File: src/rtl/sysref_gen_pkg.sv
package sysref_gen_pkg;

  typedef enum logic [1:0] {
    SRM_OFF     = 2'b00,
    SRM_CONT    = 2'b01,
    SRM_GAPPED  = 2'b10,
    SRM_ONESHOT = 2'b11
  } srm_e;

endpackage

File: src/rtl/sysref_cfg_shadow.sv
module sysref_cfg_shadow
  import sysref_gen_pkg::*;
#(
  parameter int FW = 8,
  parameter int KW = 8,
  parameter int NW = 8,
  localparam int PW = FW + KW + NW
) (
  input  logic          clk,
  input  logic          rst_n,
  input  logic          ld_i,
  input  srm_e          mode_i,
  input  logic [FW-1:0] f_i,
  input  logic [KW-1:0] k_i,
  input  logic [NW-1:0] n_i,
  output srm_e          mode_q,
  output logic [FW-1:0] f_q,
  output logic [KW-1:0] k_q,
  output logic [NW-1:0] n_q,
  output logic [PW-1:0] plen_q,
  output logic [PW-1:0] half_q
);

  logic [FW-1:0] f_c;
  logic [KW-1:0] k_c;
  logic [NW-1:0] n_c;
  logic [PW-1:0] plen_new;
  srm_e          mode_d;
  logic [FW-1:0] f_d;
  logic [KW-1:0] k_d;
  logic [NW-1:0] n_d;
  logic [PW-1:0] plen_d;
  logic [PW-1:0] half_d;

  // zero in a framing field is taken as one
  always_comb begin
    f_c      = (f_i == '0) ? FW'(1) : f_i;
    k_c      = (k_i == '0) ? KW'(1) : k_i;
    n_c      = (n_i == '0) ? NW'(1) : n_i;
    plen_new = PW'(f_c) * PW'(k_c) * PW'(n_c);
  end

  always_comb begin
    mode_d = mode_q;
    f_d    = f_q;
    k_d    = k_q;
    n_d    = n_q;
    plen_d = plen_q;
    half_d = half_q;
    if (ld_i) begin
      mode_d = mode_i;
      f_d    = f_c;
      k_d    = k_c;
      n_d    = n_c;
      plen_d = plen_new;
      half_d = plen_new >> 1;
    end
  end

  always_ff @(posedge clk or negedge rst_n) begin
    if (!rst_n) begin
      mode_q <= SRM_OFF;
      f_q    <= FW'(1);
      k_q    <= KW'(1);
      n_q    <= NW'(1);
      plen_q <= PW'(1);
      half_q <= '0;
    end else begin
      mode_q <= mode_d;
      f_q    <= f_d;
      k_q    <= k_d;
      n_q    <= n_d;
      plen_q <= plen_d;
      half_q <= half_d;
    end
  end

  AST_HALF_BELOW_PERIOD: assert property (@(posedge clk) disable iff (!rst_n)
    half_q < plen_q);

endmodule

File: src/rtl/sysref_phase_timer.sv
module sysref_phase_timer #(
  parameter int FW = 8,
  parameter int KW = 8,
  parameter int NW = 8,
  localparam int PW = FW + KW + NW
) (
  input  logic          clk,
  input  logic          rst_n,
  input  logic [FW-1:0] f_q,
  input  logic [KW-1:0] k_q,
  input  logic [NW-1:0] n_q,
  input  logic [PW-1:0] plen_q,
  output logic [PW-1:0] pcnt_o,
  output logic          mf_start_o,
  output logic          bnd_o
);

  logic [FW-1:0] oct_q, oct_d;
  logic [KW-1:0] frm_q, frm_d;
  logic [NW-1:0] mfi_q, mfi_d;
  logic [PW-1:0] pcnt_q, pcnt_d;
  logic          oct_end, frm_end, mfi_end;

  always_comb begin
    oct_end    = (oct_q == f_q - FW'(1));
    frm_end    = (frm_q == k_q - KW'(1));
    mfi_end    = (mfi_q == n_q - NW'(1));
    bnd_o      = oct_end && frm_end && mfi_end;
    mf_start_o = (oct_q == '0) && (frm_q == '0);
    pcnt_o     = pcnt_q;
  end

  always_comb begin
    oct_d  = oct_q + FW'(1);
    frm_d  = frm_q;
    mfi_d  = mfi_q;
    pcnt_d = pcnt_q + PW'(1);
    if (bnd_o) begin
      oct_d  = '0;
      frm_d  = '0;
      mfi_d  = '0;
      pcnt_d = '0;
    end else if (oct_end) begin
      oct_d = '0;
      if (frm_end) begin
        frm_d = '0;
        mfi_d = mfi_q + NW'(1);
      end else begin
        frm_d = frm_q + KW'(1);
      end
    end
  end

  always_ff @(posedge clk or negedge rst_n) begin
    if (!rst_n) begin
      oct_q  <= '0;
      frm_q  <= '0;
      mfi_q  <= '0;
      pcnt_q <= '0;
    end else begin
      oct_q  <= oct_d;
      frm_q  <= frm_d;
      mfi_q  <= mfi_d;
      pcnt_q <= pcnt_d;
    end
  end

  AST_PCNT_IN_PERIOD: assert property (@(posedge clk) disable iff (!rst_n)
    pcnt_q < plen_q);

  AST_BND_AT_PERIOD_END: assert property (@(posedge clk) disable iff (!rst_n)
    bnd_o |-> (pcnt_q == plen_q - PW'(1)));

endmodule

File: src/rtl/sysref_mode_seq.sv
module sysref_mode_seq
  import sysref_gen_pkg::*;
#(
  parameter int BW = 4,
  parameter int CW = 4,
  parameter int PW = 24,
  localparam int SW = BW + 1
) (
  input  logic          clk,
  input  logic          rst_n,
  input  logic          bnd_i,
  input  srm_e          mode_q_i,
  input  srm_e          mode_nx_i,
  input  logic [BW-1:0] burst_i,
  input  logic [BW-1:0] gap_i,
  input  logic [CW-1:0] cnt_i,
  input  logic          req_i,
  input  logic [PW-1:0] pcnt_i,
  input  logic [PW-1:0] half_i,
  output logic          sysref_o,
  output logic          busy_o
);

  logic          act_q, act_d;
  logic [SW-1:0] gidx_q, gidx_d;
  logic [CW-1:0] rem_q, rem_d;
  logic          pend_q, pend_d;
  logic          accept;
  logic [SW-1:0] tot, pos;
  logic [CW-1:0] cnt_c;

  always_comb begin
    busy_o   = pend_q || (rem_q != '0) || (act_q && (mode_q_i == SRM_ONESHOT));
    accept   = req_i && !busy_o && (mode_q_i == SRM_ONESHOT);
    sysref_o = act_q && (pcnt_i < half_i);
    tot      = SW'(burst_i) + SW'(gap_i);
    pos      = (mode_q_i == SRM_GAPPED) ? gidx_q : '0;
    cnt_c    = (cnt_i == '0) ? CW'(1) : cnt_i;
  end

  always_comb begin
    act_d  = act_q;
    gidx_d = gidx_q;
    rem_d  = rem_q;
    pend_d = pend_q;
    if (bnd_i) begin
      act_d  = 1'b0;
      gidx_d = '0;
      rem_d  = '0;
      pend_d = 1'b0;
      case (mode_nx_i)
        SRM_CONT: act_d = 1'b1;
        SRM_GAPPED: begin
          act_d  = pos < SW'(burst_i);
          gidx_d = (pos + SW'(1) >= tot) ? '0 : pos + SW'(1);
        end
        SRM_ONESHOT: begin
          if (mode_q_i == SRM_ONESHOT) begin
            if (rem_q != '0) begin
              act_d = 1'b1;
              rem_d = rem_q - CW'(1);
            end else if (pend_q || accept) begin
              act_d = 1'b1;
              rem_d = cnt_c - CW'(1);
            end
          end
        end
        default: act_d = 1'b0;
      endcase
    end else if (accept) begin
      pend_d = 1'b1;
    end
  end

  always_ff @(posedge clk or negedge rst_n) begin
    if (!rst_n) begin
      act_q  <= 1'b0;
      gidx_q <= '0;
      rem_q  <= '0;
      pend_q <= 1'b0;
    end else begin
      act_q  <= act_d;
      gidx_q <= gidx_d;
      rem_q  <= rem_d;
      pend_q <= pend_d;
    end
  end

  AST_BUSY_ENDS_AT_BOUNDARY: assert property (@(posedge clk) disable iff (!rst_n)
    $fell(busy_o) |-> $past(bnd_i));

  AST_OFF_IS_SILENT: assert property (@(posedge clk) disable iff (!rst_n)
    (mode_q_i == SRM_OFF) |-> !sysref_o);

  AST_NO_TRUNCATED_PULSE: assert property (@(posedge clk) disable iff (!rst_n)
    $fell(sysref_o) |-> (($past(pcnt_i) + PW'(1)) == $past(half_i)));

endmodule

File: src/rtl/sysref_gen.sv
module sysref_gen
  import sysref_gen_pkg::*;
#(
  parameter int FW = 8,
  parameter int KW = 8,
  parameter int NW = 8,
  parameter int BW = 4,
  parameter int CW = 4,
  localparam int PW = FW + KW + NW
) (
  input  logic          clk,
  input  logic          rst_n,
  input  logic [1:0]    mode_i,
  input  logic [FW-1:0] f_i,
  input  logic [KW-1:0] k_i,
  input  logic [NW-1:0] n_i,
  input  logic [BW-1:0] burst_i,
  input  logic [BW-1:0] gap_i,
  input  logic [CW-1:0] cnt_i,
  input  logic          req_i,
  output logic          sysref_o,
  output logic          busy_o
);

  logic          rs_meta, rs_n;
  srm_e          mode_in, mode_q;
  logic [FW-1:0] f_q;
  logic [KW-1:0] k_q;
  logic [NW-1:0] n_q;
  logic [PW-1:0] plen_q, half_q, pcnt;
  logic          mf_start, bnd;

  // asynchronous assertion, release after two clock edges
  always_ff @(posedge clk or negedge rst_n) begin
    if (!rst_n) begin
      rs_meta <= 1'b0;
      rs_n    <= 1'b0;
    end else begin
      rs_meta <= 1'b1;
      rs_n    <= rs_meta;
    end
  end

  assign mode_in = srm_e'(mode_i);

  sysref_cfg_shadow #(.FW(FW), .KW(KW), .NW(NW)) u_cfg (
    .clk    (clk),
    .rst_n  (rs_n),
    .ld_i   (bnd),
    .mode_i (mode_in),
    .f_i    (f_i),
    .k_i    (k_i),
    .n_i    (n_i),
    .mode_q (mode_q),
    .f_q    (f_q),
    .k_q    (k_q),
    .n_q    (n_q),
    .plen_q (plen_q),
    .half_q (half_q)
  );

  sysref_phase_timer #(.FW(FW), .KW(KW), .NW(NW)) u_tmr (
    .clk        (clk),
    .rst_n      (rs_n),
    .f_q        (f_q),
    .k_q        (k_q),
    .n_q        (n_q),
    .plen_q     (plen_q),
    .pcnt_o     (pcnt),
    .mf_start_o (mf_start),
    .bnd_o      (bnd)
  );

  sysref_mode_seq #(.BW(BW), .CW(CW), .PW(PW)) u_seq (
    .clk       (clk),
    .rst_n     (rs_n),
    .bnd_i     (bnd),
    .mode_q_i  (mode_q),
    .mode_nx_i (mode_in),
    .burst_i   (burst_i),
    .gap_i     (gap_i),
    .cnt_i     (cnt_i),
    .req_i     (req_i),
    .pcnt_i    (pcnt),
    .half_i    (half_q),
    .sysref_o  (sysref_o),
    .busy_o    (busy_o)
  );

  AST_RISE_ON_MULTIFRAME: assert property (@(posedge clk) disable iff (!rs_n)
    $rose(sysref_o) |-> mf_start);

  AST_RISE_AT_PERIOD_START: assert property (@(posedge clk) disable iff (!rs_n)
    $rose(sysref_o) |-> (pcnt == '0));

endmodule

File: config.mk
export PLATFORM = sky130hd
export DESIGN_NAME = sysref_gen
export DESIGN_NICKNAME = d
export VERILOG_FILES = /design/src/rtl/sysref_gen_pkg.sv /design/src/rtl/sysref_cfg_shadow.sv /design/src/rtl/sysref_phase_timer.sv /design/src/rtl/sysref_mode_seq.sv /design/src/rtl/sysref_gen.sv
export SDC_FILE = /design/constraint.sdc
export NUM_CORES = 1
export LEC_CHECK = 0
export ABC_CLOCK_PERIOD_IN_PS = 3400
export BUFFER_PORTS_ARGS = -buffer_cell sky130_fd_sc_hd__buf_2
export CAP_MARGIN = 20
export CORE_ASPECT_RATIO = 1.1
export CORE_MARGIN = 2
export CORE_UTILIZATION = 44
export DETAILED_ROUTE_END_ITERATION = 6
export PLACE_DENSITY_LB_ADDON = 0.08
export SLEW_MARGIN = 25
export SYNTH_ARGS = -nofsm -noshare
export SYNTH_HDL_FRONTEND = slang
export SYNTH_SLANG_ARGS = --single-unit
File: constraint.sdc
create_clock -name clk -period 3.4 [get_ports clk]
set_clock_uncertainty 0.15 [all_clocks]
set_input_delay 0.17 -clock clk [delete_from_list [all_inputs] [get_ports clk]]
set_output_delay 0.17 -clock clk [all_outputs]
set_load 0.03 [all_outputs]
==> results.cfg, run 1 <==
[setup_path]
r2r.worst_path.cells = 11
path_class = primary input to flip-flop
worstReg2RegStart = u_cfg.f_q[0]
r2r_setup_slack_ns = 0.23
r2r_end = u_cfg.n_q[2]
cp.required_ns = 3.50
cp_data_arrival_time_ns = 7.59
crit_fanout = 6
endpoint_kind = flip-flop
max_stage_delay_ns = 0.52
cpMaxStageDelayCell = fa_2
start_kind = primary input

[placed_design]
portBuffers = 42
hpwl_um = 24910
placed_area_um2 = 15380
dp_cells = 1971
place.gp.congestion = 0.7980

[grt]
busiest_layer = met2
antenna_found_initial = 0
grtUsageMet3_pct = 1.911
grt_usage_pct = 21.13
grt_start_max_net_pins = 63
grtUsageMet1_pct = 29.33
grt_pass1_vias = 10680
grt_pass1_wl_um = 53240
grt.overflow.total = 0
met2_usage_pct = 36.07

[synth]
synth-warning-count = 0
synth_seq_area_share_pct = 21.10
synthArstFlopShare_pct = 100.0
postSynthCellCount = 1425
synthFlopType = dfrtp_1
synth_seq_cells = 110
syn_area_um2 = 13070
synth_fp_nets = 1712
synthDistinctLibCells = 65
syn_area_per_cell_um2 = 9.169
synth_edf_count = 0

[floorplan]
start_util_pct = 44.45
core_um2 = 29400
dieHeight_um = 184.7
rows = 66
pin_count = 43
design.die.area_um2 = 31090
die_w_um = 168.3

[sta]
fmax_mhz = 133.5
hold_ws_ns = 0.05570
fin_tns_setup_ns = -70.02
rsz0062_at_grt = true
finalCritPeriodShare_pct = 220.3
setup_slack_ns = -4.091
period_needed_ns = 7.491
slew_headroom_pct = 44.82
worst_slew_pin_slew_ns = 0.8277
setup_viol = 21
finalHoldViolCount = 0
maxSlewViolCount = 0

[cells_and_area]
fin_cells = 2016
drive_gt1_share_pct = 27.54
finalNetCount = 1923
syn_to_final_growth_pct = 26.86
post-route-cell-area_um2 = 16580

[clocking]
clk_latency_ns = 0.36
cts_inserted_buffers = 9
root_buffer = clkbuf_16
cts.sinks = 110
cts_tree = built
htreeDepth = 3
clockBufferDepth = 2
clk_pin_slew_ns = 0.08

[route]
viasPerCell = 5.152
totalWireLength_um = 31010
drc = 0
wl_per_cell_um = 15.38
vias = 10390
drt-initial-drc-count = 443
ant_nets = 0
dr.pass1.iters = 5

[worst_hold_path]
holdPathStages = 3
hp-start = k_i[6]
min_to = u_cfg.k_q[6]
hp-class = primary input to flip-flop

[run_status]
violations = setup timing
outcome = complete, but fails checks

[run]
timing.max_cap.violations = 0
==> layout by cell type (no fill, tap or decap), types with 17 or more instances in the layout <==
cell / netlist / final
inv_1: 194 / 177
buf_4: 0 / 172
fa_1: 121 / 114
dfrtp_1: 107 / 106
and2_1: 113 / 105
ha_1: 125 / 99
nand2_1: 97 / 87
nor2_1: 80 / 80
xnor2_1: 51 / 45
buf_2: 6 / 39
a21o_1: 36 / 36
mux2_2: 32 / 28
nand3_1: 29 / 28
xor2_1: 32 / 27
mux2i_1: 28 / 27
ha_4: 0 / 25
buf_6: 2 / 25
o21ai_0: 32 / 23
nand2b_1: 23 / 22
nor3_1: 25 / 19
a21oi_1: 38 / 19
nor2b_1: 24 / 18
inv_2: 0 / 17
==> routing by layer <==
metal  wire, um  vias to the layer above  part of all wire [%]
met5          0                        -                     0
met4        419                        0                   1.4
met3        582                       22                   1.9
met2      14780                      102                    48
met1      15230                     5083                    49
li1           -                     5180                     -
==> area by class of cell <==
class / instances / area [um2]
Sequential cell: 110 / 2760
Timing Repair Buffer: 249 / 1978
Tap cell: 374 / 467.9
Clock buffer: 9 / 225.2
Inverter: 194 / 728.2
Multi-Input combinational cell: 1072 / 10320
Fill cell: 2674 / 12820
Antenna cell: 1 / 2.502
Clock inverter: 7 / 97.59
==> registers in the layout (all words and copies together) (netlist names), 4 cells and up <==
signal        cells
u_tmr.pcnt_o     24
u_cfg.half_q     23
u_cfg.f_q         8
u_cfg.k_q         8
u_cfg.n_q         8
u_tmr.frm_q       8
u_tmr.mfi_q       8
u_tmr.oct_q       8
u_seq.gidx_q      5
u_seq.rem_q       4
==> how the worst max path moves through the flow <==
| stage | from | to | slack (ns) | depth (start not counted) |
|---|---|---|---|---|
| after CTS | f_i[6] | u_cfg.half_q[21] | -4.08 | 30 |
| after global routing | f_i[1] | u_cfg.half_q[17] | -4.45 | 34 |
| after detailed placement | f_i[5] | u_cfg.half_q[17] | -4.55 | 34 |
| final | f_i[1] | u_cfg.half_q[21] | -4.09 | 33 |
| after floorplan | f_i[5] | u_cfg.half_q[21] | -4.42 | 32 |
| after global placement | f_i[5] | u_cfg.half_q[20] | -4.51 | 32 |
==> timing repair <==
action,CTS,global route
hold buffers,4,0
gates resized for setup,80,56
setup endpoints to repair,22,80
endpoints found under the hold margin,4,0
setup buffers,23,8
pin swaps,67,45
==> per-stage QoR <==
stage / setup WS [ns] / utilization, %
2_1_floorplan: -4.424 / -
3_3_place_gp: -4.510 / 52.31
3_5_place_dp: -4.552 / 52.31
4_1_cts: -4.077 / 55.36
5_1_grt: -4.447 / 56.38
6_report: -4.091 / 56.38
==> worst max-delay path, delay by kind of cell <==
family                     cells  cell delay [ns]
and+or+nand+nor                5             0.68
xor gates and xnor gates       1             0.28
AOI/OAI and AO/OA              8             1.28
buffers and inverters          8             0.54
muxes                          1             0.26
adders and majority gates     10             4.38
==> cell families (layout without fill, tap and decap cells) <==
group	count (synthesis)	after routing	synth area share, %
mux	61	61	5.018
simple gates	465	465	18.97
buf+inv	243	459	7.153
compound gates	216	216	11.66
other cells	1	2	0.02870
flops	110	110	21.10
xor+xnor	83	83	5.564
fa+ha+maj	246	246	30.51
==> Yosys cell counts (4+ instances only) <==
cell type	count	area share [%]
mux2_2	32	2.8
o21ai_0	32	1.2
o211a_1	4	0.31
nor2_1	80	2.3
and3b_1	5	0.34
a21oi_1	38	1.5
a211oi_1	22	1.3
nand2_1	97	2.8
a21o_1	36	2.1
xor2_1	32	2.1
o21a_1	8	0.46
nor3_1	25	0.96
a22o_1	11	0.74
and2_1	113	5.4
inv_1	194	5.6
nor4_1	14	0.67
nand3_1	29	1.1
and3_1	13	0.62
a211o_1	4	0.27
o211ai_1	12	0.69
or3_1	4	0.19
xnor2_1	51	3.4
nor3b_1	8	0.46
mux2i_1	28	2.1
dfrtp_1	107	20
nand2b_1	23	1.1
nor2b_1	24	1.1
buf_2	6	0.23
nand4_1	14	0.67
clkbuf_1	41	1.2
o31ai_1	9	0.52
fa_1	121	19
ha_1	125	12
o21bai_1	5	0.29
Power of run 1 is left out: the tool's default activity adds up to more than one toggle a clock period on the data nets, which glitch-free logic cannot reach.
==> run 2: changes to the inputs <==
CORE_ASPECT_RATIO = unset   (was 1.1)
==> run 2 against run 1 <==
Compared with the run above:
- the flow still finishes with violations (setup timing)
- worst hold slack worse by 0.023 ns
- global-route usage decreased by 0.12 points
- core utilization is 0.68 points higher
- sequential share of layout area decreased by 0.20 points
==> results.cfg, run 2 (synthesis gave the netlist of run 1 again) <==
[cells_and_area]
post-route-cell-area_um2 = 16780
filler_cell_count = 2673
syn_to_final_growth_pct = 28.40
largest_reg_flops = 24
num_antenna_cells = 0
drive_gt1_share_pct = 28.80
final_common_cell = buf_4
finalNetCount = 1938
layout_common_cells = buf_4, inv_1, fa_1, dfrtp_1, and2_1

[floorplan]
die_w_um = 176.3
core_um2 = 29400
rows = 63
pin_count = 43
dieHeight_um = 176.3
design.die.area_um2 = 31090
start_util_pct = 44.44

[grt]
grt_pass1_wl_um = 53390
met2_usage_pct = 33.50
grt.overflow.total = 0
grt_start_max_net_pins = 109
busiest_layer = met2
grt_pass1_vias = 10640
grtUsageMet1_pct = 31.75
antenna_found_initial = 0
grtUsageMet3_pct = 1.507
grt_usage_pct = 21.02

[route]
totalWireLength_um = 31420
ant_nets = 0
dr.pass1.iters = 5
drc = 0
drt-initial-drc-count = 440
viasPerCell = 5.123
vias = 10480
wl_per_cell_um = 15.36

[placed_design]
placed_area_um2 = 15390
hpwl_um = 24790
portBuffers = 42
place.gp.congestion = 0.8139

[setup_path]
path_delay_family = adder cells
cp_data_arrival_time_ns = 7.57
crit_top_cell = fa_1
endpoint_kind = flip-flop
path_class = primary input to flip-flop
start_kind = primary input
cp.required_ns = 3.49
crit_fanout = 6
cpMaxStageDelayCell = fa_2
critPathBufInv = 10
max_stage_delay_ns = 0.52

[worst_hold_path]
hp-class = primary input to flip-flop

[sta]
setup_viol = 21
period_needed_ns = 7.481
fmax_mhz = 133.7
finalHoldViolCount = 0
maxSlewViolCount = 0
rsz0062_at_grt = true
setup_slack_ns = -4.081
finalCritPeriodShare_pct = 220.0
worst_slew_pin_slew_ns = 0.6264
slew_headroom_pct = 58.24

[clocking]
root_buffer = clkbuf_16
cts_inserted_buffers = 9
clk_latency_ns = 0.35
cts.sinks = 110
clockBufferDepth = 2
clk_pin_slew_ns = 0.07
cts_tree = built
htreeDepth = 3

[run_status]
outcome = complete, but fails checks
violations = setup timing

[run]
timing.max_cap.violations = 0
run 2: cell types whose count changed in the layout (fill, tap and decap cells not counted), moves of 5 or more:
cell     before  now
buf_2        39   33
buf_4       172  180
buf_6        25   42
inv_1       177  168
inv_2        17   26
nand2_2       9    4
run 2: worst paths after layout:
check	from	end	slack, ns	depth (start not counted)
setup / recovery	f_i[2]	u_cfg.half_q[20]	-4.08	34
hold / removal	f_i[5]	u_cfg.f_q[5]	0.03	3
setup reg to reg	u_cfg.k_q[0]	u_seq.gidx_q[4]	0.22	7
hold reg to reg	rs_meta	rs_n	0.21	0
max in group asynchronous	rs_n	u_tmr.pcnt_o[11]	2.38	1
min in group asynchronous	rs_n	u_tmr.oct_q[0]	0.22	1
run 2: metal layers:
metal	part of all wire, %	routed length (um)
met5	0	0
met4	1.3	404
met3	1.9	599
met2	46	14460
met1	51	15960
run 2: area by class of cell:
class / instances / area [um2] / area share [%]
clock inverters: 5 / 42.54 / 0.2536
flip-flops and latches: 110 / 2760 / 16.45
multi-input cells: 1073 / 10410 / 62.03
clock buffers: 11 / 242.7 / 1.447
repair buffers: 263 / 2110 / 12.57
well taps: 390 / 488.0 / 2.909
inverters: 194 / 728.2 / 4.340
run 2: what timing repair did:
| item | in CTS | in global routing |
|---|---|---|
| pin swaps | 43 | 65 |
| resized for setup | 59 | 114 |
| endpoints found under the hold margin | 4 | 0 |
| hold buffers | 4 | 0 |
| setup endpoints to repair | 22 | 48 |
| setup buffers | 16 | 22 |
| cloned | 0 | 1 |
run 2: worst register-to-register path: cells and delay by family, from the launching register on:
kind,cells,cell delay [ns]
buffers and inverters,1,0.20
AO/OA/AOI/OAI,2,0.64
flip-flops,1,0.39
AND/OR/NAND/NOR,4,1.69
run 2: through the flow:
| step | hold WS [ns] | util, % | setup TNS (ns) | instances | setup WS, ns |
|---|---|---|---|---|---|
| after floorplan | -0.2756 | - | -71.29 | 1425 | -4.424 |
| after global placement | -0.1921 | 52.34 | -80.64 | 1991 | -4.562 |
| after detailed placement | -0.1864 | 52.34 | -81.64 | 1991 | -4.602 |
| after CTS | 0.02474 | 54.98 | -70.20 | 2027 | -4.032 |
| after global routing | 0.02331 | 57.06 | -75.88 | 2046 | -4.360 |
| final | 0.03269 | 57.06 | -70.48 | 2046 | -4.081 |
Power of run 2 is left out for the same reason.
